==> src/rtl/wide_evod_alu.sv <==
module wide_evod_alu #(
  parameter int VLEN = 256,
  parameter int OPW  = 17
) (
  input  logic            clk,
  input  logic            rst_n,
  input  logic            in_valid,
  input  logic [OPW-1:0]  op_field,
  input  logic [VLEN-1:0] src_a,
  input  logic [VLEN-1:0] src_b,
  output logic            out_valid,
  output logic            out_illegal,
  output logic [VLEN-1:0] result
);
  localparam int NSZ = 4;

  logic legal, odd, sub, sx_a, sx_b;
  logic [1:0] sz;
  assign sz = op_field[1:0];

  always_comb begin
    {legal, odd, sub, sx_a, sx_b} = 5'b0;
    case (op_field[OPW-1:2])
      15'b0111_01000001_111: {legal, odd, sub, sx_a, sx_b} = 5'b10011;
      15'b0111_01000010_001: {legal, odd, sub, sx_a, sx_b} = 5'b11011;
      15'b0111_01000010_000: {legal, odd, sub, sx_a, sx_b} = 5'b10111;
      15'b0111_01000010_010: {legal, odd, sub, sx_a, sx_b} = 5'b11111;
      15'b0111_01000010_111: {legal, odd, sub, sx_a, sx_b} = 5'b10000;
      15'b0111_01000011_001: {legal, odd, sub, sx_a, sx_b} = 5'b11000;
      15'b0111_01000011_000: {legal, odd, sub, sx_a, sx_b} = 5'b10100;
      15'b0111_01000011_010: {legal, odd, sub, sx_a, sx_b} = 5'b11100;
      15'b0111_01000011_111: {legal, odd, sub, sx_a, sx_b} = 5'b10001;
      15'b0111_01000100_000: {legal, odd, sub, sx_a, sx_b} = 5'b11001;
      default:               {legal, odd, sub, sx_a, sx_b} = 5'b00000;
    endcase
  end

  logic [NSZ-1:0][VLEN-1:0] lane_res;

  for (genvar g = 0; g < NSZ; g++) begin : g_sz
    localparam int W = 8 << g;
    localparam int N = VLEN / (2 * W);
    for (genvar i = 0; i < N; i++) begin : g_el
      logic [W-1:0]   an, bn;
      logic [2*W-1:0] ax, bx;
      assign an = odd ? src_a[(2*i+1)*W +: W] : src_a[2*i*W +: W];
      assign bn = odd ? src_b[(2*i+1)*W +: W] : src_b[2*i*W +: W];
      assign ax = {{W{sx_a & an[W-1]}}, an};
      assign bx = {{W{sx_b & bn[W-1]}}, bn};
      assign lane_res[g][i*2*W +: 2*W] = sub ? ax - bx : ax + bx;
    end
  end

  always_ff @(posedge clk) begin
    if (!rst_n) begin
      out_valid   <= 1'b0;
      out_illegal <= 1'b0;
      result      <= '0;
    end else begin
      out_valid   <= in_valid & legal;
      out_illegal <= in_valid & ~legal;
      if (in_valid && legal) result <= lane_res[sz];
    end
  end
endmodule


==> config.mk <==
export PLATFORM = sky130hd
export DESIGN_NAME = wide_evod_alu
export DESIGN_NICKNAME = d
export VERILOG_FILES = /design/src/rtl/wide_evod_alu.sv
export SDC_FILE = /design/constraint.sdc
export NUM_CORES = 2
export LEC_CHECK = 0
export ABC_AREA = 1
export BUFFER_PORTS_ARGS = -buffer_cell sky130_fd_sc_hd__buf_2
export CORE_MARGIN = 2
export CORE_UTILIZATION = 38
export CTS_CLUSTER_DIAMETER = 40
export DETAILED_ROUTE_END_ITERATION = 16
export HOLD_SLACK_MARGIN = 0.08
export PLACE_DENSITY = 0.6
export SKIP_CTS_REPAIR_TIMING = 1
export SLEW_MARGIN = 20
export SYNTH_ARGS = -nofsm -noshare
export SYNTH_HDL_FRONTEND = slang
export SYNTH_SLANG_ARGS = --single-unit
==> constraint.sdc <==
create_clock -name clk -period 6.03 [get_ports clk]
set_clock_uncertainty 0.15 [all_clocks]
set_input_delay 0.603 -clock clk [delete_from_list [all_inputs] [get_ports clk]]
set_output_delay 0.603 -clock clk [all_outputs]
set_load 0.02 [all_outputs]
# Word-level counts from Yosys, hierarchy flattened
# Cells that the tools add are included.
# classes
n_reduce_logical,6
magnitude_cmp,1
addsub,60
bitwise_logic,63
muxes,97
eq_ne,10
# op_table
cell,count
$bmux W256 S2,1
$mux W16,32
$mux W32,16
$mux W64,8
$mux W128,2
$mux W256,1
$mux W8,32
$add A9 B9 Y10,16
$sub A9 B9 Y10,16
$eq A15 B14 Y1 const B,10
$add A17 B17 Y18,8
$sub A17 B17 Y18,8
$add A33 B33 Y34,4
$sub A33 B33 Y34,4
$add A65 B65 Y66,2
$sub A65 B65 Y66,2
$and A1 B1 Y1,62
$reduce_or A10 Y1,1
$reduce_or A4 Y1,2
$reduce_or A6 Y1,1
$mux W1,5
$reduce_or A5 Y1,1
$lt A2 B3 Y1 const B,1
$logic_and A1 B1 Y1,1
$not A1 Y1,1
# word_totals
output_inout_bits,258
elab_cells,240
inputBits,532
regBits,258

# Logic depth before layout (Yosys ltp)
# logic_depth
word_depth,9
mapped_depth,43

# Least setup slack after synthesis
# Ideal clock, no wire load.
# synth_path
kind,input-to-reg
start,input op_field[4]
end,register result[78]
t_arrival_ns,5.236
setup_ns,0.132
stages,35
path_buffers,8
path_slack_ns,0.511
path_cell_list,buf_6 > nor2_4 > nand3_2 > nor2_4 > nand2_4 > nand2_8 > inv_4 > buf_6 > buf_2 > clkbuf_1 > clkbuf_1 > clkbuf_1 > clkbuf_1 > clkbuf_1 > o21ai_0 > ha_1 > fa_1 > nor2_1 > inv_1 > o21ai_0 > inv_1 > o21ai_0 > inv_1 > o21ai_0 > inv_1 > nor2_1 > nor2_1 > o21ai_0 > nand3_1 > nand2_1 > nand2_1 > nand3_1 > nand3_1 > nand3_1 > a21oi_1
# synth_between
elab_chain_len,9
elab_cells_between_ends,47
classes_between,add/sub (8); eq/ne (10); mux (19); bitwise (4); reduce/logical (6)
# synth_rtl
item,line,rtl
"start, declared",8,"input logic [OPW-1:0] op_field,"
$eq A15 B14 Y1,23,case (op_field[OPW-1:2])
$reduce_or A5 Y1 (no source line),-,
$mux W1,23,
"$mux W64, or another cell as far along",46,assign an = odd ? src_a[(2*i+1)*W +: W] : src_a[2*i*W +: W];
$and A1 B1 Y1 (on tied branches),"48, 49",
"$add A65 B65 Y66, or another cell as far along",50,assign lane_res[g][i*2*W +: 2*W] = sub ? ax - bx : ax + bx;
$mux W128 or $mux W16 (tied branches),50,
$bmux W256 S2,62,if (in_valid && legal) result <= lane_res[sz];
$mux W256 (implied by the code),62,
"end signal, assigned",62,
"end, declared",13,output logic [VLEN-1:0] result
# Several ways; a longest one is shown, not always the timed one. The select of a mux whose other input is x is not followed.
# A chain may end at the register's enable or synchronous reset.

# Worst setup path after layout
# layout_path
start,input op_field[10]
end,register result[119]
# layout_between
elab_chain_len,9
elab_cells_between_ends,49
classes_between,add/sub (8); eq/ne (10); mux (19); bitwise (6); reduce/logical (6)
# layout_rtl
item,line
$eq A15 B14 Y1,23
$reduce_or A5 Y1 (no source line),-
$mux W1,23
"$mux W64, or another cell as far along",46
$and A1 B1 Y1 (on tied branches),"48, 49"
"$add A65 B65 Y66, or another cell as far along",50
"$mux W128, or another cell as far along",50
$bmux W256 S2,62
$mux W256 (implied by the code),62
# Several ways; a longest one is shown, not always the timed one. The select of a mux whose other input is x is not followed.

==> flow_metrics.py <==
metrics = {
    "setup_path": {
        "worstPathArrival_ns": 6.47,
        "slowest_delay_ns": 0.32,
        "path_delay_family": "simple AND/OR/NAND/NOR gates",
        "critPathKind": "in -> reg",
        "end_kind": "register",
        "cp_num_cells": 34,
        "rrSetupSlack_ns": 4.87,
        "startpoint_type": "primary input",
        "path_max_fanout": 26,
        "critical_path_buf_inv_count": 9,
        "cp.required_ns": 6.59,
        "worst_r2r_path_depth": 2,
        "critPathSlowestCell": "o31ai_1",
    },
    "finish": {
        "final_cell_area_um2": 95400,
        "fin_util_pct": 55.0,
        "fill_cells": 18700,
        "drive_gt1_share_pct": 27.1,
        "synthToLayoutAreaGrowth_pct": 44.2,
        "nets": 16500,
        "fin_cells": 17800,
    },
    "route": {
        "ant_nets": 0,
        "totalWireLength_mm": 456,
        "firstDrtPassIters": 7,
        "drc": 0,
        "via_per_inst": 5.48,
        "vias": 97700,
        "wl_per_cell_um": 25.6,
        "drt_iter0_markers": 12200,
    },
    "synthesis": {
        "synth_cells": 12200,
        "syn_area_per_cell_um2": 5.42,
        "synth_common_cells": "3092 x nand2_1, 1868 x inv_1, 1185 x o21ai_0",
        "synthDistinctLibCells": 67,
        "async_reset_ff_share_pct": 0,
        "synth_area_um2": 66200,
        "synth_fp_nets": 13300,
        "synth-seq-cells": 246,
        "synth_ff_type": "dfxtp_1",
        "synth_top_area_share_pct": 17.5,
        "synth_warnings": 0,
        "yosys.area.top_type": "nand2_1",
        "synthTopCellsByArea": "nand2_1 18%, ha_1 11%, inv_1 11%",
        "yosysMostFrequentCell": "nand2_1",
        "yosysSeqAreaShare_pct": 7.44,
        "synth-edff-count": 0,
    },
    "global_route": {
        "use_met1_pct": 58.5,
        "grt_pass1_wl_mm": 626,
        "grt_max_degree": 130,
        "grt.met3_usage_pct": 8.89,
        "antenna_found_initial": 63,
        "gr-total-overflow": 0,
        "met2_usage_pct": 73.2,
        "grt_most_used_layer": "met2",
        "grt_pass1_vias": 88900,
        "grt_usage_pct": 48.6,
    },
    "clock_network": {
        "clockBufferDepth": 3,
        "clk_pin_slew_ns": 0.06,
        "cts-htree-levels": 2,
        "insertion_delay_ns": 0.75,
        "numCtsBuffers": 56,
        "cts_num_sinks": 246,
        "cts_root_buf": "clkbuf_16",
        "cts_tree": "yes",
    },
    "floorplanning": {
        "core-area_um2": 173000,
        "start_util_pct": 38.1,
        "pin_count": 790,
        "num_rows": 153,
        "dieWidth_um": 421,
        "die_h_um": 421,
        "fp.dieArea_um2": 177000,
    },
    "place": {
        "place_ws_ns": -0.736,
        "globalplace.congestion": 1.14,
        "dp_hpwl_mm": 386,
        "placed_area_um2": 92400,
        "port_buffers": 789,
        "dp.cells": 17600,
    },
    "timing": {
        "fin_ws_ns": 0.123,
        "worst_slew_pin_slew_ns": 1.24,
        "fin_crit_sh_pct": 98.0,
        "relSlewSlack_pct": 15.9,
        "hold_viol_final": 0,
        "fin_crit_ns": 5.91,
        "fmax_ghz": 0.169,
        "drv_slew": 0,
        "setup_viol_count_final": 0,
        "rsz0062_at_grt": "yes",
    },
    "min_path": {
        "hold_path.class": "in -> reg",
        "hold_path_depth": 3,
    },
    "power_and_ir_drop": {
        "max-vdd-ir-drop_mv": 0.233,
        "pwr-share-seq_pct": 13.1,
        "power_mw": 12.4,
        "power_frac_clock_pct": 26.9,
        "leakage_nw": 53.0,
        "powerDensity_nw_per_um2": 130,
        "p_switching_mw": 5.66,
        "intPower_mw": 6.77,
        "switching_share_pct": 45.5,
        "p_comb_share_pct": 60.0,
    },
    "status": {
        "status": "finished clean",
    },
    "flow_run": {
        "drv_cap": 0,
    },
}
[layout make-up]
type / count / area [um^2] / share of cell area (%)
multi-input combinational: 9661 / 52900 / 55.5
timing repair buffer: 3540 / 25400 / 26.6
inverter: 1878 / 7100 / 7.44
sequential: 246 / 4920 / 5.16
tap: 2325 / 2910 / 3.05
clock buffer: 63 / 1460 / 1.53
clock inverter: 41 / 507 / 0.531
antenna: 70 / 175 / 0.184
[metal layers]
metal	wire [um]	share of wire [%]	vias up
met5	91	0.020	-
met4	49500	11	16
met3	43500	9.5	1471
met2	190000	42	5732
met1	173000	38	44300
li1	-	-	46200
[flip-flops by register name, summed over array words and instances, names as in the netlist]
name	flops
result	244
out_illegal	1
out_valid	1
[cell families after synthesis]
logic type	Yosys count	synth area share, %
compound gates	2816	23.0
xor+xnor	600	7.94
fa+ha+maj	602	11.7
buf+inv	2298	13.5
flops	246	7.44
mux	3	0.0492
simple gates	5639	36.3
[cell usage in the layout (no fill, tap or decap), types with 139 or more instances in the layout]
master	instances
nand3_1	658
buf_2	786
nor2_1	1072
buf_4	2689
xnor2_1	285
inv_1	1863
or2_2	330
ha_1	568
a21oi_1	1082
nand2_1	3072
dfxtp_1	246
xor2_1	311
o21ai_0	1161
nor3_1	139
[stage by stage]
stage,TNS (ns),hold WS (ns)
after floorplan,0,0.395
after global placement,-82.88,0.299
after detailed placement,-102.07,0.302
after CTS,-0.0228,-0.0632
after global routing,-0.152,0.206
final,0,0.197
[worst paths after layout]
kind | startpoint | to
hold / removal | rst_n | result[232]
setup reg to reg | result[64] | result[64]
setup / recovery | op_field[10] | result[119]
hold reg to reg | result[84] | result[84]
[worst reg2reg max path, stage by stage, from the launching register on]
cell and delay [ns]:
dfxtp_1 0.65, o21ai_1 0.14, a21oi_1 0.16
[power groups by stage]
stage / Combinational, mW / Sequential [mW] / Clock (mW)
global route: 7.93 / 1.63 / 3.42
CTS: 7.15 / 1.63 / 3.35
finish: 7.46 / 1.63 / 3.34
floorplan: 3.39 / 1.66 / 0
detailed placement: 7.11 / 1.66 / 0
global placement: 7.14 / 1.66 / 0
Power figures use the tool's default switching activity.
